### src/rtl/exc_seq_pkg.sv
package exc_seq_pkg;

    localparam int IPL_W = 3;
    localparam int SRW_W = IPL_W + 3;

    localparam int VECNUM_RESET   = 0;
    localparam int VECNUM_ADDRERR = 3;
    localparam int VECNUM_ILLEGAL = 4;
    localparam int VECNUM_UNSUP   = 61;

    typedef enum logic [2:0] {
        ST_RESET = 3'd0,
        ST_RUN   = 3'd1,
        ST_ENTRY = 3'd2,
        ST_IACK  = 3'd3,
        ST_HALT  = 3'd4
    } seq_state_e;

endpackage

### src/rtl/exc_fault_pri.sv
module exc_fault_pri #(
    parameter int VEC_W = 8
) (
    input  logic             flt_addr,
    input  logic             flt_illegal,
    input  logic             flt_unsup,
    output logic             any_fault,
    output logic [VEC_W-1:0] fault_vec
);
    import exc_seq_pkg::*;

    always_comb begin
        any_fault = flt_addr | flt_illegal | flt_unsup;
        if (flt_addr) begin
            fault_vec = VEC_W'(VECNUM_ADDRERR);
        end else if (flt_illegal) begin
            fault_vec = VEC_W'(VECNUM_ILLEGAL);
        end else begin
            fault_vec = VEC_W'(VECNUM_UNSUP);
        end
    end
endmodule

### src/rtl/exc_irq_gate.sv
module exc_irq_gate #(
    parameter int LVL_W = 3
) (
    input  logic             req,
    input  logic [LVL_W-1:0] level,
    input  logic [LVL_W-1:0] mask,
    output logic             take
);
    localparam logic [LVL_W-1:0] TOP_LVL = '1;

    always_comb begin
        take = req && ((level > mask) || (level == TOP_LVL));
    end
endmodule

### src/rtl/exc_vec_addr.sv
module exc_vec_addr #(
    parameter int ADDR_W = 32,
    parameter int VEC_W  = 8
) (
    input  logic [ADDR_W-1:0] base,
    input  logic [VEC_W-1:0]  vec,
    output logic [ADDR_W-1:0] addr
);
    localparam int PAD_W = ADDR_W - VEC_W - 2;

    logic [ADDR_W-1:0] offset;

    always_comb begin
        offset = {{PAD_W{1'b0}}, vec, 2'b00};
        addr   = base + offset;
    end
endmodule

### src/rtl/exc_seq.sv
module exc_seq #(
    parameter int ADDR_W = 32,
    parameter int VEC_W  = 8,
    parameter int MEM_W  = 2
) (
    input  logic                           clk,
    input  logic                           rst_n,
    input  logic                           cfg_fof_halt,
    input  logic                           cfg_iack_en,
    input  logic                           flt_addr,
    input  logic                           flt_illegal,
    input  logic                           flt_unsup,
    input  logic                           irq_req,
    input  logic [exc_seq_pkg::IPL_W-1:0]  irq_level,
    input  logic [VEC_W-1:0]               irq_vec,
    input  logic                           iack_ack,
    input  logic [VEC_W-1:0]               iack_vec,
    input  logic                           fetch_ack,
    input  logic                           sr_we,
    input  logic [exc_seq_pkg::SRW_W-1:0]  sr_wdata,
    input  logic                           vbr_we,
    input  logic [ADDR_W-1:0]              vbr_wdata,
    input  logic                           mem_we,
    input  logic [MEM_W-1:0]               mem_wdata,
    output logic                           sr_s,
    output logic                           sr_t,
    output logic                           sr_m,
    output logic [exc_seq_pkg::IPL_W-1:0]  sr_ipl,
    output logic [ADDR_W-1:0]              vbr,
    output logic [MEM_W-1:0]               mem_en,
    output logic                           vf_req,
    output logic [VEC_W-1:0]               vf_vector,
    output logic [ADDR_W-1:0]              vf_addr,
    output logic                           iack_req,
    output logic [exc_seq_pkg::IPL_W-1:0]  iack_level,
    output logic                           exc_done,
    output logic                           addr_rst_req,
    output logic                           halted
);
    import exc_seq_pkg::*;

    typedef struct packed {
        seq_state_e        st;
        logic              s;
        logic              t;
        logic              m;
        logic [IPL_W-1:0]  ipl;
        logic [ADDR_W-1:0] vbr;
        logic [MEM_W-1:0]  mem;
        logic [VEC_W-1:0]  vec;
        logic [IPL_W-1:0]  lvl;
        logic              done;
        logic              arr;
    } seq_regs_t;

    localparam seq_regs_t RESET_VALS = '{
        st:   ST_RESET,
        s:    1'b1,
        t:    1'b0,
        m:    1'b0,
        ipl:  '1,
        vbr:  '0,
        mem:  '0,
        vec:  VEC_W'(VECNUM_RESET),
        lvl:  '0,
        done: 1'b0,
        arr:  1'b0
    };

    seq_regs_t regs_q, regs_d;

    logic             any_fault;
    logic [VEC_W-1:0] fault_vec;
    logic             irq_take;

    exc_fault_pri #(.VEC_W(VEC_W)) u_fault_pri (
        .flt_addr    (flt_addr),
        .flt_illegal (flt_illegal),
        .flt_unsup   (flt_unsup),
        .any_fault   (any_fault),
        .fault_vec   (fault_vec)
    );

    exc_irq_gate #(.LVL_W(IPL_W)) u_irq_gate (
        .req   (irq_req),
        .level (irq_level),
        .mask  (regs_q.ipl),
        .take  (irq_take)
    );

    exc_vec_addr #(.ADDR_W(ADDR_W), .VEC_W(VEC_W)) u_vec_addr (
        .base (regs_q.vbr),
        .vec  (regs_q.vec),
        .addr (vf_addr)
    );

    always_comb begin
        regs_d      = regs_q;
        regs_d.done = 1'b0;
        regs_d.arr  = 1'b0;

        unique case (regs_q.st)
            ST_RUN: begin
                if (any_fault) begin
                    regs_d.s   = 1'b1;
                    regs_d.t   = 1'b0;
                    regs_d.vec = fault_vec;
                    regs_d.st  = ST_ENTRY;
                end else if (irq_take) begin
                    regs_d.s   = 1'b1;
                    regs_d.t   = 1'b0;
                    regs_d.ipl = irq_level;
                    regs_d.lvl = irq_level;
                    if (cfg_iack_en) begin
                        regs_d.st = ST_IACK;
                    end else begin
                        regs_d.vec = irq_vec;
                        regs_d.st  = ST_ENTRY;
                    end
                end else begin
                    if (sr_we) begin
                        regs_d.s   = sr_wdata[IPL_W+2];
                        regs_d.t   = sr_wdata[IPL_W+1];
                        regs_d.m   = sr_wdata[IPL_W];
                        regs_d.ipl = sr_wdata[IPL_W-1:0];
                    end
                    if (vbr_we) begin
                        regs_d.vbr = vbr_wdata;
                    end
                    if (mem_we) begin
                        regs_d.mem = mem_wdata;
                    end
                end
            end
            ST_RESET, ST_ENTRY, ST_IACK: begin
                if (any_fault) begin
                    if (cfg_fof_halt) begin
                        regs_d.st = ST_HALT;
                    end else begin
                        regs_d     = RESET_VALS;
                        regs_d.arr = 1'b1;
                    end
                end else if (regs_q.st == ST_IACK) begin
                    if (iack_ack) begin
                        regs_d.vec = iack_vec;
                        regs_d.st  = ST_ENTRY;
                    end
                end else if (fetch_ack) begin
                    regs_d.done = 1'b1;
                    regs_d.st   = ST_RUN;
                end
            end
            ST_HALT: begin
                regs_d = regs_q;
            end
            default: begin
                regs_d = RESET_VALS;
            end
        endcase
    end

    always_ff @(posedge clk or negedge rst_n) begin
        if (!rst_n) begin
            regs_q <= RESET_VALS;
        end else begin
            regs_q <= regs_d;
        end
    end

    always_comb begin
        sr_s         = regs_q.s;
        sr_t         = regs_q.t;
        sr_m         = regs_q.m;
        sr_ipl       = regs_q.ipl;
        vbr          = regs_q.vbr;
        mem_en       = regs_q.mem;
        vf_req       = (regs_q.st == ST_RESET) || (regs_q.st == ST_ENTRY);
        vf_vector    = regs_q.vec;
        iack_req     = (regs_q.st == ST_IACK);
        iack_level   = regs_q.lvl;
        exc_done     = regs_q.done;
        addr_rst_req = regs_q.arr;
        halted       = (regs_q.st == ST_HALT);
    end
endmodule

### config.mk
export PLATFORM = sky130hd
export DESIGN_NAME = exc_seq
export DESIGN_NICKNAME = d
export VERILOG_FILES = /design/src/rtl/exc_seq_pkg.sv /design/src/rtl/exc_fault_pri.sv /design/src/rtl/exc_irq_gate.sv /design/src/rtl/exc_vec_addr.sv /design/src/rtl/exc_seq.sv
export SDC_FILE = /design/constraint.sdc
export NUM_CORES = 1
export LEC_CHECK = 0
export BUFFER_PORTS_ARGS = -buffer_cell sky130_fd_sc_hd__buf_2
export CORE_AREA = 2 2 88 90
export CTS_CLUSTER_SIZE = 8
export DETAILED_ROUTE_END_ITERATION = 10
export DIE_AREA = 0 0 90 92
export GPL_TIMING_DRIVEN = 1
export MAX_ROUTING_LAYER = met4
export PLACE_DENSITY = 0.92
export SYNTH_ARGS = -nofsm -noshare
export SYNTH_HDL_FRONTEND = slang
export SYNTH_SLANG_ARGS = --single-unit
### constraint.sdc
create_clock -name clk -period 7.31 [get_ports clk]
set_clock_uncertainty 0.05 [all_clocks]
set_input_delay 0.731 -clock clk [delete_from_list [all_inputs] [get_ports clk]]
set_output_delay 0.731 -clock clk [all_outputs]
set_load 0.02 [all_outputs]
==> results.tsv, run 1 <==
stage	metric	value	unit
clocking	CTS tree	built	
job	maxcap violations	0	
clocking	CTS resizes	0	
power	Pwr Density	220	mW/mm2
yosys	top cell type by total area after synthesis	dfrtp_1	
place	GP Congestion	0.870	
yosys	Syn Area/Cell	9.87	um2
critical_path	Critical Path RT	6.53	ns
yosys	Yosys cell types	59	
place	placed cell areas	0.00422	mm2
floorplanning	Die H	92	um
critical_path	CP Capture Type	primary output	
layout	most common cell after layout, fill and taps aside	buf_2	
layout	antenna cells	0	
global_routing	total global routing overflow	0	
timing	final setup vio count	0	
timing	final cycle utilization of the critical path	50.5	%
yosys	Post-Synthesis Net Count	471	
yosys	synth top area cells	dfrtp_1, buf_4, a22o_1	
clocking	Root Driver	clkbuf_8	
global_routing	largest net degree at the start of global routing	57	
timing	Final Max Slew Viols	0	
clocking	post-cts hold buffer count	0	
critical_path	worst r2r src	sr_ipl[2]	
critical_path	FF-to-FF End	vbr[12]	
drt	WL per Instance	15.8	um
critical_path	FF-to-FF setup slack	4.46	ns
layout	most frequent cells in the layout	buf_2, dfrtp_1, a22o_1	
drt	post-route ant nets	0	
floorplanning	die area	0.00828	mm2
place	Port-buffer cells	159	
yosys	Yosys top cell area share	34.1	%
layout	final net count	571	
global_routing	first-pass GRT wire length	14.8	mm
floorplanning	die width	90	um
clocking	clk slew on worst S/H paths	0.09	ns
critical_path	CP Launch Point	vbr[2]	
floorplanning	core area	0.00745	mm2
yosys	share of flip-flops with an asynchronous set or reset	100	%
drt	DR vias/cell	5.46	
clocking	CTS Buffer Depth	2	
power	Pleak	2.36	nW
clocking	H-tree levels	2	
yosys	sequential fraction of the synthesis area	36.8	%
critical_path	CP max FO	8	
timing	fin crit period	3.69	ns
clocking	CTS buffer count	5	
global_routing	vias in the first global route	3158	
yosys	Syn Std Cell Area	0.00382	mm2
drt	Starting DRT DRC Count	104	
clocking	Sinks on Clock Net	56	
clocking	postcts setup bufs	0	
critical_path	crit path to	vf_addr[24]	
layout	Final Cell Area	0.00430	mm2
floorplanning	Core Rows	32	
drt	drc violations	0	
critical_path	Crit Path Category	reg -> out	
yosys	number of synthesized register bits	56	
layout	share of cells above drive strength 1	39.5	%
clocking	worst skew pair latency	0.30	ns
outcome	status	complete, no violations	
layout	Layout area overhead	12.5	%
timing	Worst slew margin	40.0	%
critical_path	FF-to-FF path depth	8	
floorplanning	I/O pins	160	
yosys	Most used DFF post-synth	dfrtp_1	
hold_path	hold crit path type	reg -> reg	
timing	Least-Margin Pin Slew	0.898	ns
yosys	Syn Inst Count	387	
place	Detail Placement HPWL	7.25	mm
drt	final WL	9.30	mm
critical_path	Critical Path Start Type	register	
drt	DR pass1 iterations	4	
global_routing	initial antenna violation count	0	
timing	unrepaired setup endpoints after global routing	no	
power	Max VDD drop	0.000149	V
critical_path	crit path DAT	2.91	ns
timing	Final Hold Violating Endpoints	0	
yosys	EDFF count, synth	0	
floorplanning	Initial Util	51.3	%
global_routing	Total Routing Usage GR	22.4	%
yosys	Ys Warns	0	
drt	Via Count	3223	
timing	f_max	271	MHz
timing	setup TNS	0	ns
==> layout make-up <==
type	count	area (um2)
Clock buffer	8	80.1
Fill cell	659	3150
Inverter	9	33.8
Multi-Input combinational cell	255	1840
Sequential cell	56	1410
Tap cell	102	128
Timing Repair Buffer	160	803
==> per-stage QoR <==
step	worst slack [ns]	cells	hold slack [ns]	utilization, %	total power (W)
finish	3.62	590	0.466	57.7	0.000943
detailed placement	3.96	582	0.445	56.6	0.000786
global route	3.44	590	0.479	57.7	0.00101
global placement	4.00	582	0.424	56.6	0.000770
CTS	3.62	590	0.466	57.7	0.000950
floorplan	4.30	387	0.385	-	0.000729
==> state kept, by name, summed over array words and instances, names as in the netlist <==
name and flops:
vbr 32, iack_level 3, mem_en 2, addr_rst_req 1, regs_q 3, sr_s 1, sr_ipl 3, sr_t 1
sr_m 1, exc_done 1, vf_vector 8
==> synthesized netlist by cell type, types with 2 or more instances <==
library cell	n
buf_4	55
dfrtp_1	52
a22o_1	35
nor2_1	26
nand2_1	22
xnor2_1	21
a21oi_1	18
nand3_1	18
ha_1	11
buf_6	10
o21ai_0	10
inv_1	9
mux2_4	8
xor2_1	8
nand4_1	7
nor3_1	6
a21o_1	5
a31oi_1	5
dfstp_2	4
nor2b_1	4
and3_1	3
nand2b_1	3
a32o_1	2
and2_1	2
and4_1	2
mux2i_1	2
nor2_2	2
nor3_2	2
o211ai_1	2
o22a_1	2
o31ai_1	2
or3_1	2
==> where the power goes <==
| group | switching [W] | internal (W) | leakage (nW) |
|---|---|---|---|
| Combinational | 0.000248 | 0.000145 | 1.56 |
| Sequential | 0.0000484 | 0.000341 | 0.763 |
| Clock | 0.0000921 | 0.0000684 | 0.0395 |
| Total | 0.000388 | 0.000555 | 2.36 |
==> kinds of logic after synthesis <==
family,synth area share [%]
xor gates and xnor gates,6.65
AOI/OAI and AO/OA,19.3
buffers and inverters,14.9
muxes,3.67
adders and majority gates,4.13
and+or+nand+nor,14.6
DFF,36.8
==> metal layers <==
metal	global-route usage [%]	part of all wire, %	up-vias
met5	-	0	-
met1	26.8	42	1515
met3	4.27	6.5	18
met4	6.54	1.8	0
met2	38.7	49	161
li1	-	-	1529
==> worst min path at each step <==
stage	startpoint	end	slack, ns	cells after the start
after floorplan	rst_n	addr_rst_req	0.39	0
after global routing	sr_ipl[2]	sr_ipl[2]	0.48	2
after CTS	iack_level[2]	iack_level[2]	0.47	1
final	iack_level[2]	iack_level[2]	0.47	1
after detailed placement	iack_level[2]	iack_level[2]	0.44	1
after global placement	mem_en[1]	mem_en[1]	0.42	1
==> worst max-delay path, cell delays in order (launching register included) <==
cell and delay, ns:
dfrtp_1 0.40, ha_1 0.23, fa_1 0.43, a211oi_1 0.32, nor3_1 0.09, o31ai_1 0.34
a21oi_1 0.30, nand4_1 0.20, xnor2_1 0.12, buf_2 0.18
Note: power is estimated with default switching activity, not from simulation.
==> run 2: changes to the inputs <==
--- a/config.mk
+++ b/config.mk
@@ -6,13 +6,13 @@
 export NUM_CORES = 1
 export LEC_CHECK = 0
 export BUFFER_PORTS_ARGS = -buffer_cell sky130_fd_sc_hd__buf_2
-export CORE_AREA = 2 2 88 90
+export CORE_AREA = 2 2 97 99
 export CTS_CLUSTER_SIZE = 8
 export DETAILED_ROUTE_END_ITERATION = 10
-export DIE_AREA = 0 0 90 92
+export DIE_AREA = 0 0 99 101
 export GPL_TIMING_DRIVEN = 1
 export MAX_ROUTING_LAYER = met4
-export PLACE_DENSITY = 0.92
+export PLACE_DENSITY = 0.81
 export SYNTH_ARGS = -nofsm -noshare
 export SYNTH_HDL_FRONTEND = slang
 export SYNTH_SLANG_ARGS = --single-unit
==> constraint.sdc (replaced) <==
create_clock -name clk -period 3.3 [get_ports clk]
set_clock_uncertainty 0.05 [all_clocks]
set_input_delay 0.33 -clock clk [delete_from_list [all_inputs] [get_ports clk]]
set_output_delay 0.33 -clock clk [all_outputs]
set_load 0.02 [all_outputs]
==> run 2 against run 1 <==
Worst setup slack got worse by 3.5 ns. Core utilization fell by 9.2 points. First-iteration DRC count fell by 3.8%. Register-to-register slack got worse by 3.8 ns. Sequential share of layout area fell by 0.45 points. Non-clock buffer count rose by 4. Critical endpoint is now vf_addr[20]. Largest cell class unchanged. Highest routed layer unchanged.
==> results.tsv, run 2 (synthesized netlist as in run 1, its figures left out) <==
stage	metric	value	unit	change
floorplanning	core area	0.00898	mm2	was 0.00745 mm2
timing	Worst slew margin	27.4	%	was 40.0%
layout	most common cell after layout, fill and taps aside	buf_2		unchanged
place	Port-buffer cells	159		unchanged
critical_path	crit path DAT	2.77	ns	was 2.91 ns
clocking	CTS Buffer Depth	2		unchanged
layout	antenna cells	0		unchanged
critical_path	critical path, cell by cell	ha_1, fa_1, a211oi_1, nor3_1, o31ai_2, a21oi_2, nand4_1, xnor2_1, buf_2		was ha_1, fa_1, a211oi_1, nor3_1, o31ai_1, a21oi_1, nand4_1, xnor2_1, buf_2
floorplanning	I/O pins	160		unchanged
layout	FILL cells	833		was 659
place	Detail Placement HPWL	7.21	mm	was 7.25 mm
drt	Via Count	3207		was 3,223
drt	DR vias/cell	5.32		was 5.46
clocking	CTS tree	built		unchanged
clocking	clk slew on worst S/H paths	0.10	ns	was 0.09 ns
drt	WL per Instance	15.5	um	was 15.8 um
floorplanning	die width	99	um	was 90 um
power	Pleak	2.38	nW	was 2.36 nW
power	P_int	0.00126	W	was 0.000555 W
clocking	post-cts hold buffer count	0		unchanged
timing	Final Hold Violating Endpoints	0		unchanged
critical_path	CP max FO	8		unchanged
timing	fin crit period	3.15	ns	
power	Max VDD drop	0.000370	V	was 0.000149 V
clocking	H-tree levels	2		unchanged
hold_path	hold crit path type	in -> async		was reg -> reg
power	Switching Fraction	40.9	%	was 41.2%
timing	Final Max Slew Viols	0		unchanged
global_routing	largest net degree at the start of global routing	48		was 57
global_routing	initial antenna violation count	0		unchanged
clocking	worst skew pair latency	0.30	ns	about the same
timing	f_max	317	MHz	
floorplanning	Initial Util	42.5	%	was 51.3%
drt	Starting DRT DRC Count	100		was 104
drt	final WL	9.35	mm	was 9.30 mm
floorplanning	die area	0.0100	mm2	was 0.00828 mm2
timing	WHS	0.170	ns	was 0.466 ns
layout	most frequent cells in the layout	buf_2, dfrtp_1, a22o_1		unchanged
layout	final net count	575		was 571
timing	Least-Margin Pin Slew	1.09	ns	was 0.898 ns
power	combinational power share	41.5	%	was 41.7%
floorplanning	Core Rows	35		was 32
critical_path	Crit path largest cell delay	0.43	ns	about the same
timing	final cycle utilization of the critical path	95.5	%	
drt	post-route ant nets	0		unchanged
floorplanning	Die H	101	um	was 92 um
clocking	Sinks on Clock Net	56		unchanged
timing	final setup vio count	0		unchanged
global_routing	vias in the first global route	3133		was 3,158
critical_path	Critical Path RT	2.92	ns	was 6.53 ns
drt	DR pass1 iterations	4		unchanged
layout	Final Cell Area	0.00436	mm2	was 0.00430 mm2
power	Clk pwr share	18.2	%	was 17.0%
global_routing	total global routing overflow	0		unchanged
outcome	status	complete, no violations		unchanged
critical_path	Critical Path Start Type	register		unchanged
layout	Layout area overhead	14.1	%	was 12.5%
critical_path	Crit Path Category	reg -> out		unchanged
place	placed cell areas	0.00426	mm2	was 0.00422 mm2
clocking	CTS buffer count	5		unchanged
power	share of power burned in registers	40.3	%	was 41.3%
clocking	postcts setup bufs	0		unchanged
clocking	Root Driver	clkbuf_8		unchanged
place	GP Congestion	0.899		was 0.870
power	Pwr Density	491	mW/mm2	was 220 mW/mm2
global_routing	first-pass GRT wire length	15.0	mm	was 14.8 mm
layout	share of cells above drive strength 1	40.7	%	was 39.5%
timing	setup TNS	0	ns	unchanged
critical_path	CP Capture Type	primary output		unchanged
power	post-layout power	0.00214	W	was 0.000943 W
layout	max reg flops	32		unchanged
global_routing	Total Routing Usage GR	18.7	%	was 22.4%
critical_path	slowest cell on the critical path	fa_1		unchanged
job	maxcap violations	0		unchanged
drt	drc violations	0		unchanged
power	net switching power	0.000873	W	was 0.000388 W
[run 2: path summary, 6_finish.rpt]
kind,from,end,slack [ns],cells past startpoint
setup / recovery,vbr[2],vf_addr[20],0.15,9
hold / removal,rst_n,sr_t,0.17,1
setup reg to reg,sr_ipl[1],vf_vector[6],0.64,8
hold reg to reg,mem_en[0],mem_en[0],0.45,1
max in group asynchronous,rst_n,vf_vector[7],2.31,2
min in group clk,vbr_wdata[12],vbr[12],0.20,2
[run 2: timing repair]
action / in CTS / in global routing
gates cloned: 0 / 0
endpoints found under the setup margin: 2 / 10
resized for setup: 1 / 1
[run 2: stage by stage]
stage	setup slack (ns)	util [%]	std cells
after floorplan	0.691	-	387
after global routing	-0.0418	48.5	603
after CTS	0.0596	48.5	603
final	0.150	48.5	603
after detailed placement	0.344	47.4	595
after global placement	0.406	47.4	595
[run 2: per-layer routing]
layer	wire [um]	track usage [%]	up-vias
li1	-	-	1536
met1	4010	22.8	1519
met2	4570	32.4	136
met3	623	3.33	16
met4	145	4.53	0
met5	0	-	-
[run 2: layout make-up]
| cell class | count | area [um2] | share of cell area (%) |
|---|---|---|---|
| multi-input cells | 255 | 1850 | 42.5 |
| flip-flops and latches | 56 | 1410 | 32.3 |
| inverters | 9 | 33.8 | 0.776 |
| well taps | 111 | 139 | 3.19 |
| clock buffers | 8 | 90.1 | 2.07 |
| repair buffers | 164 | 833 | 19.1 |
[run 2: power by group through the flow]
stage / logic, W / clock network [W] / registers, W
2_1_floorplan: 0.000797 / 0 / 0.000819
3_3_place_gp: 0.000865 / 0 / 0.000871
3_5_place_dp: 0.000887 / 0 / 0.000874
4_1_cts: 0.000890 / 0.000408 / 0.000861
5_1_grt: 0.000970 / 0.000441 / 0.000874
6_report: 0.000887 / 0.000389 / 0.000862
[run 2: worst max-delay path, delay by kind of cell (launching register included)]
| family | cells | cell delay (ns) |
|---|---|---|
| AOI/OAI and AO/OA | 3 | 0.85 |
| adders and majority gates | 2 | 0.66 |
| DFF | 1 | 0.41 |
| and+or+nand+nor | 2 | 0.26 |
| buffers and inverters | 1 | 0.18 |
| xor gates and xnor gates | 1 | 0.12 |
==> run 3: changes to the inputs <==
--- a/config.mk
+++ b/config.mk
@@ -13,6 +13,7 @@
 export GPL_TIMING_DRIVEN = 1
 export MAX_ROUTING_LAYER = met4
 export PLACE_DENSITY = 0.81
+export REMOVE_ABC_BUFFERS = 1
 export SYNTH_ARGS = -nofsm -noshare
 export SYNTH_HDL_FRONTEND = slang
 export SYNTH_SLANG_ARGS = --single-unit
==> run 3 against run 2 <==
Routed wire length rose by 0.16%. Critical path depth did not move. Cell area rose by 0.83%. Clock-buffer cell count fell by 3. Clock power rose by 32%. Register-to-register slack got worse by 0.03 ns. Worst setup slack improved by 0.023 ns. Via count rose by 1.4%. Combinational power barely moved. Die area did not move. First-iteration DRC count fell by 29%. Core utilization rose by 0.40 points.
==> results.tsv, run 3 (synthesized netlist as in run 1, its figures left out) <==
stage	metric	value	unit	change
global_routing	largest net degree at the start of global routing	38		was 48
clocking	post-cts hold buffer count	0		unchanged
layout	max reg flops	32		unchanged
global_routing	total global routing overflow	0		unchanged
timing	final cycle utilization of the critical path	94.8	%	was 95.5%
critical_path	Critical Path Start Type	register		unchanged
floorplanning	core area	0.00898	mm2	unchanged
timing	Worst slew margin	43.2	%	was 27.4%
drt	met3 routed WL	598	um	was 623 um
drt	Met2 Routed Length	4.69	mm	was 4.57 mm
place	Detail Placement HPWL	7.30	mm	was 7.21 mm
drt	DR pass1 iterations	4		unchanged
layout	antenna cells	0		unchanged
global_routing	initial antenna violation count	0		unchanged
critical_path	Crit Path Category	reg -> out		unchanged
power	Max VDD drop	0.000392	V	was 0.000370 V
place	placed cell areas	0.00425	mm2	was 0.00426 mm2
timing	f_max	320	MHz	was 317 MHz
layout	Layout area overhead	15.0	%	was 14.1%
outcome	status	complete, no violations		unchanged
clocking	clk slew on worst S/H paths	0.10	ns	about the same
floorplanning	die area	0.0100	mm2	unchanged
layout	final net count	574		was 575
place	GP Congestion	0.923		was 0.899
clocking	Root Driver	clkbuf_8		unchanged
hold_path	hold crit path type	in -> async		unchanged
power	post-layout power	0.00227	W	was 0.00214 W
clocking	CTS resizes	1		unchanged
clocking	postcts setup bufs	0		unchanged
global_routing	Total Routing Usage GR	18.3	%	was 18.7%
critical_path	CP max FO	8		unchanged
drt	WL per Instance	15.6	um	was 15.5 um
clocking	CTS tree	built		unchanged
clocking	CTS Buffer Depth	2		unchanged
drt	Starting DRT DRC Count	71		was 100
layout	Final Cell Area	0.00439	mm2	was 0.00436 mm2
floorplanning	die width	99	um	unchanged
floorplanning	Initial Util	42.5	%	unchanged
critical_path	CP Capture Type	primary output		unchanged
timing	Least-Margin Pin Slew	0.851	ns	was 1.09 ns
global_routing	vias in the first global route	3116		was 3,133
power	Pwr Density	516	mW/mm2	was 491 mW/mm2
floorplanning	Die H	101	um	unchanged
timing	unrepaired setup endpoints after global routing	no		
floorplanning	I/O pins	160		unchanged
timing	final setup vio count	0		unchanged
layout	most common cell after layout, fill and taps aside	buf_2		unchanged
critical_path	Critical Path RT	2.92	ns	about the same
critical_path	crit path DAT	2.75	ns	was 2.77 ns
drt	drc violations	0		unchanged
critical_path	FF-to-FF setup slack	0.61	ns	was 0.64 ns
drt	Met1 Wirelength	3.95	mm	was 4.01 mm
clocking	CTS buffer count	5		unchanged
clocking	H-tree levels	2		unchanged
clocking	Sinks on Clock Net	56		unchanged
floorplanning	Core Rows	35		unchanged
timing	WHS	0.0738	ns	was 0.170 ns
timing	setup TNS	0	ns	unchanged
clocking	worst skew pair latency	0.30	ns	about the same
timing	Final Hold Violating Endpoints	0		unchanged
timing	fin crit period	3.13	ns	was 3.15 ns
job	maxcap violations	0		unchanged
place	Port-buffer cells	159		unchanged
layout	most frequent cells in the layout	buf_2, dfrtp_1, a22o_1		unchanged
power	Pleak	2.39	nW	was 2.38 nW
layout	share of cells above drive strength 1	41.0	%	was 40.7%
drt	post-route ant nets	0		unchanged
drt	uppermost layer routed	met4		unchanged
timing	Final Max Slew Viols	0		unchanged
drt	DR vias/cell	5.41		was 5.32
global_routing	first-pass GRT wire length	14.6	mm	was 15.0 mm
drt	final WL	9.37	mm	was 9.35 mm
drt	Via Count	3253		was 3,207
==> run 3: path summary, 6_finish.rpt <==
check                               from             to  cells after the start
setup / recovery                  vbr[2]    vf_addr[20]                      9
hold / removal                     rst_n        vbr[25]                      1
setup reg to reg               sr_ipl[1]   vf_vector[0]                      8
hold reg to reg            iack_level[1]  iack_level[1]                      1
max in group asynchronous          rst_n        vbr[27]                      2
min in group clk            vbr_wdata[7]         vbr[7]                      2
==> run 3: area by class of cell <==
type	instances	area, um2
multi-input combinational	255	1860
sequential	56	1410
fill	843	4590
timing repair buffer	163	826
inverter	9	33.8
tap	111	139
clock buffer	5	68.8
clock inverter	2	60.1
==> run 3: per-stage QoR <==
step | setup slack [ns] | utilization, % | instances
floorplan | 0.583 | - | 320
global placement | 0.391 | 47.3 | 594
detailed placement | 0.347 | 47.3 | 594
CTS | 0.0646 | 48.8 | 601
global route | 0.00802 | 48.9 | 601
finish | 0.173 | 48.9 | 601
==> run 3: per-layer routing <==
layer  track usage, %  up-vias
met2             32.0      155
met4             5.16        0
met5                -        -
met3             2.84       18
met1             21.9     1541
li1                 -     1539
==> run 3: worst max-delay path, stage by stage (launching register included) <==
cell and delay (ns):
dfrtp_1 0.41, ha_1 0.23, fa_1 0.46, a211oi_2 0.30
nor3_1 0.10, o31ai_2 0.29, a21oi_2 0.19, nand4_1 0.15
xnor2_1 0.13, buf_2 0.19
==> run 3: report_power, final <==
part / internal, W / total, W / leakage (nW) / switching (W)
registers: 0.000756 / 0.000864 / 0.763 / 0.000108
logic: 0.000336 / 0.000889 / 1.57 / 0.000553
clock network: 0.000299 / 0.000515 / 0.0642 / 0.000216
